### config.mk
export PLATFORM = sky130hd
export DESIGN_NAME = ctlframe_parser
export DESIGN_NICKNAME = d
export VERILOG_FILES = /design/src/rtl/cfp_pkg.sv /design/src/rtl/cfp_capture.sv /design/src/rtl/cfp_decide.sv /design/src/rtl/cfp_fifo.sv /design/src/rtl/ctlframe_parser.sv
export SDC_FILE = /design/constraint.sdc
export NUM_CORES = 1
export LEC_CHECK = 0
export BUFFER_PORTS_ARGS = -buffer_cell sky130_fd_sc_hd__buf_2
export CORE_UTILIZATION = 58
export DETAILED_ROUTE_END_ITERATION = 8
export PLACE_DENSITY = 0.8
export RECOVER_POWER = 25
export SYNTH_ARGS = -nofsm -noshare
export SYNTH_HDL_FRONTEND = slang
export SYNTH_SLANG_ARGS = --single-unit
### constraint.sdc
create_clock -name clk -period 9.95 [get_ports clk]
set_input_delay 0.995 -clock clk [delete_from_list [all_inputs] [get_ports clk]]
set_output_delay 0.995 -clock clk [all_outputs]
set_load 0.02 [all_outputs]
### src/rtl/cfp_pkg.sv
package cfp_pkg;
  localparam logic [15:0] PROTO_ID  = 16'hFADE;
  localparam logic [15:0] PROTO_VER = 16'h0100;
  localparam logic [15:0] ACK_CODE  = 16'h0003;

  // Byte window that holds every field the parser reads
  localparam int HDR_BYTES = 32;
  localparam int OFF_SRC   = 6;
  localparam int OFF_PROTO = 12;
  localparam int OFF_VER   = 14;
  localparam int OFF_CODE  = 16;
  localparam int OFF_SEQ   = 18;
  localparam int OFF_ARG   = 20;
  localparam int OFF_DLY   = 24;
  localparam int ACK_MIN   = 28;
  localparam int CMD_MIN   = 24;

  typedef struct packed {
    logic        is_ack;
    logic [47:0] src;
    logic [15:0] code;
    logic [15:0] seq;
    logic [31:0] arg;
    logic [31:0] delay;
  } rec_t;
endpackage

### src/rtl/cfp_capture.sv
module cfp_capture
  import cfp_pkg::*;
#(
  parameter int LANES  = 8,
  parameter int BYTE_W = 8
) (
  input  logic                   clk,
  input  logic                   rst,
  input  logic [8*LANES-1:0]     in_data,
  input  logic                   in_valid,
  input  logic                   in_last,
  input  logic [LANES-1:0]       in_keep,
  output logic [8*HDR_BYTES-1:0] view,
  output logic [BYTE_W-1:0]      total,
  output logic                   frame_end
);
  localparam int HDR_BEATS = HDR_BYTES / LANES;
  localparam int BW        = $clog2(HDR_BEATS + 1);
  localparam int KW        = $clog2(LANES + 1);
  localparam logic [BYTE_W-1:0] BMAX = '1;

  logic [BW-1:0]            beat_q;
  logic [BYTE_W-1:0]        bytes_q;
  logic [8*HDR_BYTES-1:0]   hdr_q;
  logic [KW-1:0]            lanes_on;
  logic [BYTE_W:0]          sum;

  always_comb begin
    lanes_on = '0;
    for (int i = 0; i < LANES; i++) lanes_on = lanes_on + KW'(in_keep[i]);
  end

  assign sum   = {1'b0, bytes_q} + (BYTE_W+1)'(lanes_on);
  assign total = sum[BYTE_W] ? BMAX : sum[BYTE_W-1:0];

  // Current beat overlays its slots in the shadow window
  for (genvar j = 0; j < HDR_BYTES; j++) begin : g_byte
    localparam int BEAT = j / LANES;
    localparam int LANE = j % LANES;
    assign view[8*(HDR_BYTES-j)-1 -: 8] =
      (in_valid && beat_q == BW'(BEAT)) ? in_data[8*(LANES-LANE)-1 -: 8]
                                        : hdr_q[8*(HDR_BYTES-j)-1 -: 8];
  end

  always_ff @(posedge clk) begin
    if (rst) begin
      beat_q  <= '0;
      bytes_q <= '0;
      hdr_q   <= '0;
    end else if (in_valid) begin
      hdr_q <= view;
      if (in_last) begin
        beat_q  <= '0;
        bytes_q <= '0;
      end else begin
        bytes_q <= total;
        if (beat_q != BW'(HDR_BEATS)) beat_q <= beat_q + 1'b1;
      end
    end
  end

  assign frame_end = in_valid && in_last;
endmodule

### src/rtl/cfp_decide.sv
module cfp_decide
  import cfp_pkg::*;
#(
  parameter int BYTE_W = 8
) (
  input  logic [8*HDR_BYTES-1:0] view,
  input  logic [BYTE_W-1:0]      total,
  input  logic                   frame_end,
  output logic                   accept,
  output rec_t                   rec
);
  localparam int TOP = 8 * HDR_BYTES;

  logic [15:0] proto, ver, code;
  logic        is_ack, hdr_ok, long_enough;

  assign proto  = view[TOP-8*OFF_PROTO-1 -: 16];
  assign ver    = view[TOP-8*OFF_VER-1   -: 16];
  assign code   = view[TOP-8*OFF_CODE-1  -: 16];
  assign is_ack = (code == ACK_CODE);
  assign hdr_ok = (proto == PROTO_ID) && (ver == PROTO_VER);
  assign long_enough = total >= BYTE_W'(is_ack ? ACK_MIN : CMD_MIN);
  assign accept = frame_end && hdr_ok && long_enough;

  always_comb begin
    rec.is_ack = is_ack;
    rec.src    = view[TOP-8*OFF_SRC-1 -: 48];
    rec.code   = code;
    rec.seq    = view[TOP-8*OFF_SEQ-1 -: 16];
    rec.arg    = view[TOP-8*OFF_ARG-1 -: 32];
    rec.delay  = is_ack ? view[TOP-8*OFF_DLY-1 -: 32] : 32'h0;
  end
endmodule

### src/rtl/cfp_fifo.sv
module cfp_fifo #(
  parameter int W     = 8,
  parameter int DEPTH = 2
) (
  input  logic         clk,
  input  logic         rst,
  input  logic         push,
  input  logic [W-1:0] wdata,
  input  logic         pop,
  output logic [W-1:0] rdata,
  output logic         not_empty,
  output logic         full
);
  localparam int AW = (DEPTH > 1) ? $clog2(DEPTH) : 1;
  localparam int CW = $clog2(DEPTH + 1);

  logic [W-1:0]  mem [DEPTH];
  logic [AW-1:0] wr_q, rd_q;
  logic [CW-1:0] cnt_q;
  logic          do_pop, do_push;

  assign not_empty = (cnt_q != '0);
  assign full      = (cnt_q == CW'(DEPTH));
  assign do_pop    = pop && not_empty;
  assign do_push   = push && (!full || do_pop);

  always_ff @(posedge clk) begin
    if (do_push) mem[wr_q] <= wdata;
  end

  always_ff @(posedge clk) begin
    if (rst) begin
      wr_q  <= '0;
      rd_q  <= '0;
      cnt_q <= '0;
    end else begin
      if (do_push) wr_q <= (wr_q == AW'(DEPTH-1)) ? '0 : wr_q + 1'b1;
      if (do_pop)  rd_q <= (rd_q == AW'(DEPTH-1)) ? '0 : rd_q + 1'b1;
      if (do_push && !do_pop)      cnt_q <= cnt_q + 1'b1;
      else if (do_pop && !do_push) cnt_q <= cnt_q - 1'b1;
    end
  end

  assign rdata = mem[rd_q];
endmodule

### src/rtl/ctlframe_parser.sv
module ctlframe_parser
  import cfp_pkg::*;
#(
  parameter int LANES  = 8,
  parameter int DEPTH  = 2,
  parameter int BYTE_W = 8,
  parameter int CNT_W  = 16
) (
  input  logic               clk,
  input  logic               rst,
  input  logic [8*LANES-1:0] in_data,
  input  logic               in_valid,
  input  logic               in_last,
  input  logic [LANES-1:0]   in_keep,
  output logic               out_valid,
  input  logic               out_ready,
  output logic               out_is_ack,
  output logic [47:0]        out_src,
  output logic [15:0]        out_code,
  output logic [15:0]        out_seq,
  output logic [31:0]        out_arg,
  output logic [31:0]        out_delay,
  output logic [CNT_W-1:0]   drop_cnt
);
  localparam int REC_W = $bits(rec_t);

  logic [8*HDR_BYTES-1:0] view;
  logic [BYTE_W-1:0]      total;
  logic                   frame_end, accept, q_full, can_take;
  rec_t                   new_rec, head_rec;
  logic [CNT_W-1:0]       drop_q;

  cfp_capture #(.LANES(LANES), .BYTE_W(BYTE_W)) u_cap (
    .clk, .rst, .in_data, .in_valid, .in_last, .in_keep,
    .view, .total, .frame_end
  );

  cfp_decide #(.BYTE_W(BYTE_W)) u_dec (
    .view, .total, .frame_end, .accept, .rec(new_rec)
  );

  assign can_take = !q_full || (out_valid && out_ready);

  cfp_fifo #(.W(REC_W), .DEPTH(DEPTH)) u_q (
    .clk, .rst,
    .push(accept), .wdata(new_rec),
    .pop(out_ready), .rdata(head_rec),
    .not_empty(out_valid), .full(q_full)
  );

  always_ff @(posedge clk) begin
    if (rst) drop_q <= '0;
    else if (accept && !can_take) drop_q <= drop_q + 1'b1;
  end

  assign drop_cnt   = drop_q;
  assign out_is_ack = head_rec.is_ack;
  assign out_src    = head_rec.src;
  assign out_code   = head_rec.code;
  assign out_seq    = head_rec.seq;
  assign out_arg    = head_rec.arg;
  assign out_delay  = head_rec.delay;
endmodule

Yosys cells after proc, flatten, opt, wreduce, memory -nomap -nowiden
Memories as Yosys holds them, arrays and structs flattened. A register that Yosys moved wholly into a read port is not among the register bits.
Cells that the tools add are included.
{"block": "totals", "regBits": 207, "elab_cells": 90, "memories": 1, "in_bits": 77, "rom_bits": 0, "output_inout_bits": 162, "latchBits": 0, "ram_bits": 290}
{"memory": "u_q.mem", "words": 2, "width": 145, "read_ports": 1, "rd_ports_with_merged_regs": 1, "write_ports": 1, "line_no": "cfp_fifo.sv:17", "source": "logic [W-1:0] mem [DEPTH];"}
{"block": "op_classes", "add_sub_neg": 14, "n_mux": 36, "shift": 0, "mul": 0, "n_eq_ne": 8, "order_cmp": 1, "n_reduce_logical": 23, "div": 0, "n_bitwise": 0}
{"cell": "2-to-1 mux 8 bit", "n": 24}
{"cell": "2-to-1 mux 32 bit", "n": 1}
{"cell": "adder 4 x 1 -> 4 bit", "n": 6}
{"cell": "adder 16 x 1 -> 16 bit (second input constant)", "n": 1}
{"cell": "== test 16 bit (second input constant)", "n": 1}
{"cell": "== test 16 x 2 -> 1 bit (second input constant)", "n": 1}
{"cell": "== test 16 x 9 -> 1 bit (second input constant)", "n": 1}
{"cell": "logical AND 1 bit", "n": 13}
{"cell": "adder 8 x 4 -> 9 bit", "n": 1}
{"cell": "2-to-1 mux 3 bit", "n": 3}
{"cell": ">= comparator 8 bit", "n": 1}
{"cell": "== test 3 x 2 -> 1 bit (second input constant)", "n": 2}
{"cell": "2-to-1 mux 1 bit", "n": 6}
{"cell": "nonzero test 2 bit", "n": 3}
{"cell": "zero test 1 bit", "n": 4}
{"cell": "2-to-1 mux 2 bit", "n": 2}
{"cell": "adder 3 x 1 -> 3 bit (second input constant)", "n": 1}
{"cell": "== test 3 x 1 -> 1 bit (second input constant)", "n": 1}
{"cell": "zero test 3 bit", "n": 1}
{"cell": "inequality test 3 bit (second input constant)", "n": 1}
{"cell": "adder 1 bit (second input constant)", "n": 2}
{"cell": "adder 1 x 1 -> 2 bit", "n": 1}
{"cell": "adder 2 x 1 -> 2 bit (second input constant)", "n": 1}
{"cell": "== test 2 bit (second input constant)", "n": 1}
{"cell": "other kinds (3)", "n": 3}

Longest topological paths before layout
{"block": "logic_depth", "depth_word": 16, "depth_mapped": 24, "mapped_depth_nobuf": 23}

Cells and area by module
From an unflattened synthesis, not the netlist that was laid out.
{"block": "hier_totals", "cells_unflattened": 1679, "hier_area_um2": 23797.8}
{"module": "cfp_fifo", "instances": 1, "seq_area_each_um2": 8808.4, "cells_per_inst": 476, "area_per_inst_um2": 10887.9}
{"module": "cfp_capture", "instances": 1, "seq_area_each_um2": 5345.1, "cells_per_inst": 943, "area_per_inst_um2": 10875.4}
{"module": "cfp_decide", "instances": 1, "seq_area_each_um2": 0.0, "cells_per_inst": 171, "area_per_inst_um2": 1270.0}
{"module": "ctlframe_parser", "instances": 1, "seq_area_each_um2": 320.3, "cells_per_inst": 89, "area_per_inst_um2": 764.5}

Worst setup path before layout
Ideal clock, no wire load.
{"block": "synth_timing", "kind": "input to register", "start": "input in_keep[0]", "end": "memory u_q.mem[1][0] in the netlist's numbering (enable)", "setup_slack_ns": 0.715, "t_required_ns": 9.428, "setup_ns": 0.522, "stages": 19, "arrival_time_ns": 8.713, "cell_sequence": "ha_1 inv_1 fa_1 fa_1 fa_1 fa_1 fa_1 nand2b_1 a21oi_1 and2_1 a21oi_1 ha_1 nand2_1 o21ai_0 a32oi_1 or2_4 clkbuf_1 nor2_1 and2_1"}
{"block": "synth_via", "elab_chain_len": 14}
{"element": "start: declaration", "line_no": "ctlframe_parser.sv:14", "source": "input logic [LANES-1:0] in_keep,"}
{"element": "adder 1 x 1 -> 2 bit", "line_no": "cfp_capture.sv:30", "source": "for (int i = 0; i < LANES; i++) lanes_on = lanes_on + KW'(in_keep[i]);"}
{"element": "adder 4 x 1 -> 4 bit (6 in series)", "line_no": "cfp_capture.sv:30"}
{"element": "adder 8 x 4 -> 9 bit", "line_no": "cfp_capture.sv:33", "source": "assign sum = {1'b0, bytes_q} + (BYTE_W+1)'(lanes_on);"}
{"element": "2-to-1 mux 8 bit", "line_no": "cfp_capture.sv:34", "source": "assign total = sum[BYTE_W] ? BMAX : sum[BYTE_W-1:0];"}
{"element": ">= comparator 8 bit", "line_no": "cfp_decide.sv:22", "source": "assign long_enough = total >= BYTE_W'(is_ack ? ACK_MIN : CMD_MIN);"}
{"element": "logical AND 1 bit", "line_no": "cfp_decide.sv:23", "source": "assign accept = frame_end && hdr_ok && long_enough;"}
{"element": "logical AND 1 bit", "line_no": "cfp_fifo.sv:25", "source": "assign do_push = push && (!full || do_pop);"}
{"element": "2-to-1 mux 1 bit", "line_no": "cfp_fifo.sv:28", "source": "if (do_push) mem[wr_q] <= wdata;"}
{"element": "2-to-1 mux 1 bit (not written as such)", "line_no": "cfp_fifo.sv:28"}
{"element": "end: declaration", "line_no": "cfp_fifo.sv:17"}
No other way between the ends.

Worst setup path after layout
{"block": "layout_timing", "start": "input in_valid", "end": "memory u_q.mem[0][122] in the netlist's numbering (enable)"}
{"block": "layout_via", "elab_chain_len": 9, "word_cells_on_any_way": 20}
{"element": "start: declaration", "line_no": "ctlframe_parser.sv:12", "source": "input logic in_valid,"}
{"element": "logical AND 1 bit", "line_no": "cfp_capture.sv:41", "source": "(in_valid && beat_q == BW'(BEAT)) ? in_data[8*(LANES-LANE)-1 -: 8]"}
{"element": "2-to-1 mux 8 bit", "line_no": "cfp_capture.sv:41"}
{"element": "== test 16 x 2 -> 1 bit (tied with other cells)", "line_no": "cfp_decide.sv:20", "source": "assign is_ack = (code == ACK_CODE);"}
{"element": "2-to-1 mux 3 bit / logical AND 1 bit (equally long branches)", "line_no": "cfp_decide.sv:22, cfp_decide.sv:21"}
{"element": ">= comparator 8 bit / logical AND 1 bit (equally long branches)", "line_no": "cfp_decide.sv:22, cfp_decide.sv:23"}
{"element": "logical AND 1 bit (*)", "line_no": "cfp_decide.sv:23"}
{"element": "logical AND 1 bit (*)", "line_no": "cfp_fifo.sv:25"}
{"element": "2-to-1 mux 1 bit (*)", "line_no": "cfp_fifo.sv:28"}
{"element": "2-to-1 mux 1 bit (not written as such) (*)", "line_no": "cfp_fifo.sv:28"}
Every way passes the cells marked *; elsewhere a longest branch is shown, timed or not.

==> summary.txt <==
Global routing
  • Vias in the first global route: 11700
  • First-pass GRT wire length: 62.2 mm
  • Largest net degree at the start of global routing: 135
  • Initial antenna violation count: 3
  • Global-route usage over all layers: 23.5%
  • Overflow left after global routing: 0

Placed design
  • Port Buffers: 238
  • Routability cong.: 0.781
  • DP HPWL: 24.4 mm

Worst setup path
  • Crit path to: u_q.mem[0][122]
  • Crit-path max FO: 82
  • Setup slack, reg-to-reg: 3030 ps
  • FF-to-FF Start: u_cap.beat_q[1]
  • Critical Path RT: 10130 ps
  • Crit-path max cell delay: 2170 ps
  • CP Class: primary input to flip-flop
  • Crit path cell chain: clkbuf_1 -> nand3b_1 -> or4_1 -> nor4_1 -> o221ai_1 -> or2_4 -> or3_1 -> inv_6 -> buf_4
  • CP startpoint: in_valid
  • Slowest CP cell: nand3b_1
  • R2R Path End: u_q.mem[0][122]
  • R2R depth: 10
  • Arrival @ worst endpoint: 7700 ps
  • Crit. End Element: flip-flop
  • CP Launch Type: primary input

Synth
  • Netlist cell types: 53
  • Syn_nets: 1546
  • Xor and xnor fraction of the mapped netlist area: 0.317%
  • Top FF cell, synth: edfxtp_1
  • Most frequent cell after synthesis: edfxtp_1
  • Synth async-reset ratio: 0%
  • Mux cell area share after synthesis: 15.5%
  • Most frequent cells after synthesis: edfxtp_1, mux2_2, dfxtp_1, nand2_1, nor2_1
  • Cell Area, Synth: 19300 um^2
  • Synth top area cells: edfxtp_1, dfxtp_1, mux2_2
  • Synth Area in Compound Gates: 3.19%
  • Main combinational cell family by area after synthesis: multiplexers
  • Number of flops mapped to enable cells by yosys: 290
  • Mapped Cells: 1449
  • Synth top area share: 45.0%
  • Avg Cell Area, Syn: 13.4 um^2
  • Biggest area consumer among synthesized cells: edfxtp_1
  • Post-synthesis simple-gate area fraction: 10.9%
  • Synth warn: 0
  • Share of synthesized cell area in full adder, half adder and majority cells: 1.49%
  • Sequential share of the synthesized area: 66.5%
  • Seq cells post-synth: 498

Floorplan
  • Die H: 185 um
  • Die footprint: 34100 um^2
  • Core Region: 32700 um^2
  • Die width: 185 um
  • # IOs: 239
  • FP Rows: 66
  • Initial Util: 59.2%

Layout
  • Share of layout cells above drive strength 1: 30.9%
  • Synth-to-layout area growth: 16.2%
  • Nets: 1769
  • Layout Utilization: 68.8%
  • Fillers: 2297

Clocking
  • Clock tree from TritonCTS: yes
  • CTS-repair resized insts: 0
  • Setup Fix Bufs, Post-CTS: 0
  • Clock buffer depth: 3
  • CTS Buf Count: 48
  • Root Buffer: clkbuf_16
  • Worst-Skew Late Latency: 550 ps
  • Clock transition at path regs: 60 ps
  • CTS HTree Levels: 2
  • CTS Hold Bufs: 0
  • Clock Sinks: 498

Detailed routing
  • Via count: 11900
  • Final WL: 40.0 mm
  • Vias per cell: 5.54
  • 1st-iter DRT viols: 744
  • Pre-antenna DRT Iters: 5
  • DRC Markers: 0
  • WL/cell: 18.6 um
  • Post-route ant nets: 0

STA
  • Clock skew: 21.9 ps
  • Fin crit period: 7520 ps
  • Worst slew pin tran: 6010 ps
  • Sum Neg Setup Slack: 0 ps
  • Achievable Freq: 133 MHz
  • Crit share post-route: 75.6%
  • Final setup viols: 0
  • Unrepaired setup endpoints after global routing: no
  • Headroom to the max-slew limit: -301%
  • Fin. max-slew vios: 294
  • Final Hold Violating Endpoints: 0

Power and ir drop
  • Max IR drop VDD: 140 uV
  • Cell Pwr Density: 185 nW/um^2
  • Pleak: 8.75 nW

Flow run
  • Max Cap Viol: 3

Hold path
  • WHS Path Cells: 2
  • Min-delay worst type: flip-flop to flip-flop

Run status
  • Status: finished, violations left
  • Failing checks: max-capacitance violations, max-slew violations
## per-stage QoR
stage | worst slack, ps | hold slack, ps | area, um^2 | cells | total power (W)
2_1_floorplan | 715 | 431 | 19300 | 1449 | 0.00233
3_3_place_gp | 2520 | 440 | 20900 | 2064 | 0.00238
3_5_place_dp | 2330 | 443 | 20900 | 2064 | 0.00239
4_1_cts | 2890 | 451 | 22500 | 2152 | 0.00419
5_1_grt | 2030 | 469 | 22500 | 2153 | 0.00430
6_report | 2430 | 453 | 22500 | 2153 | 0.00416
## worst min-delay path by stage
stage | from | to
final | u_cap.hdr_q[146] | u_cap.hdr_q[146]
after global routing | u_cap.hdr_q[133] | u_cap.hdr_q[133]
after CTS | u_cap.hdr_q[146] | u_cap.hdr_q[146]
after detailed placement | u_cap.hdr_q[146] | u_cap.hdr_q[146]
after global placement | u_cap.hdr_q[146] | u_cap.hdr_q[146]
after floorplan | u_cap.hdr_q[147] | u_cap.hdr_q[147]
## per-layer routing
metal	share of wire (%)	vias to the layer above	global-route usage [%]	wire length, um
li1	-	5620	-	-
met1	43	5893	30.6	17000
met2	50	347	40.8	20000
met3	5.2	65	3.77	2090
met4	2.1	4	6.58	856
met5	0.050	-	0	20
## power by group
part / switching, W / total [W] / internal [W]
sequential: 0.00000631 / 0.00219 / 0.00218
combinational: 0.0000965 / 0.000156 / 0.0000599
clock: 0.000746 / 0.00182 / 0.00107
total: 0.000848 / 0.00416 / 0.00331
## critical path: cells and delay by family
family | cells | cell delay [ps]
compound gates | 1 | 250
simple gates | 5 | 4600
buf+inv | 3 | 1730
## placed cells by master, fill, tap and decap left out, types with 8 or more instances in the layout
| cell type | instances |
|---|---|
| nor3_1 | 9 |
| edfxtp_1 | 290 |
| nor4_1 | 11 |
| inv_1 | 26 |
| a21oi_1 | 80 |
| dfxtp_1 | 207 |
| o21ai_0 | 8 |
| ha_1 | 15 |
| clkbuf_1 | 28 |
| mux2_1 | 20 |
| mux2i_1 | 39 |
| clkbuf_16 | 53 |
| nor2_1 | 99 |
| nor2b_1 | 91 |
| buf_2 | 219 |
| mux2_2 | 212 |
| or4_1 | 10 |
| clkinv_2 | 13 |
| nand4_1 | 14 |
| nand2_1 | 178 |
## state kept, by name, indices dropped and copies added (netlist names), named ones only
| register | cells |
|---|---|
| u_q.cnt_q | 2 |
| u_cap.beat_q | 3 |
| u_q.wr_q | 1 |
| u_cap.hdr_q | 176 |
| u_cap.bytes_q | 8 |
| u_q.mem | 290 |
| u_q.rd_q | 1 |
| drop_cnt | 16 |
## area by class of cell
| cell class | count | area, um^2 | area share [%] |
|---|---|---|---|
| Sequential cell | 498 | 12900 | 57.3 |
| Multi-Input combinational cell | 851 | 6090 | 27.1 |
| Clock buffer | 65 | 1400 | 6.23 |
| Timing Repair Buffer | 246 | 1240 | 5.50 |
| Tap cell | 442 | 553 | 2.46 |
| Clock inverter | 23 | 215 | 0.957 |
| Inverter | 27 | 106 | 0.473 |
| Antenna cell | 1 | 2.50 | 0.0111 |
## logic make-up (layout without fill, tap and decap cells)
group	count (synthesis)	after routing
mux	271	271
buf+inv	100	361
flops	498	498
compound gates	110	110
fa+ha+maj	20	20
other cells	0	1
simple gates	443	443
xor+xnor	7	7
Power figures use the tool's default switching activity.
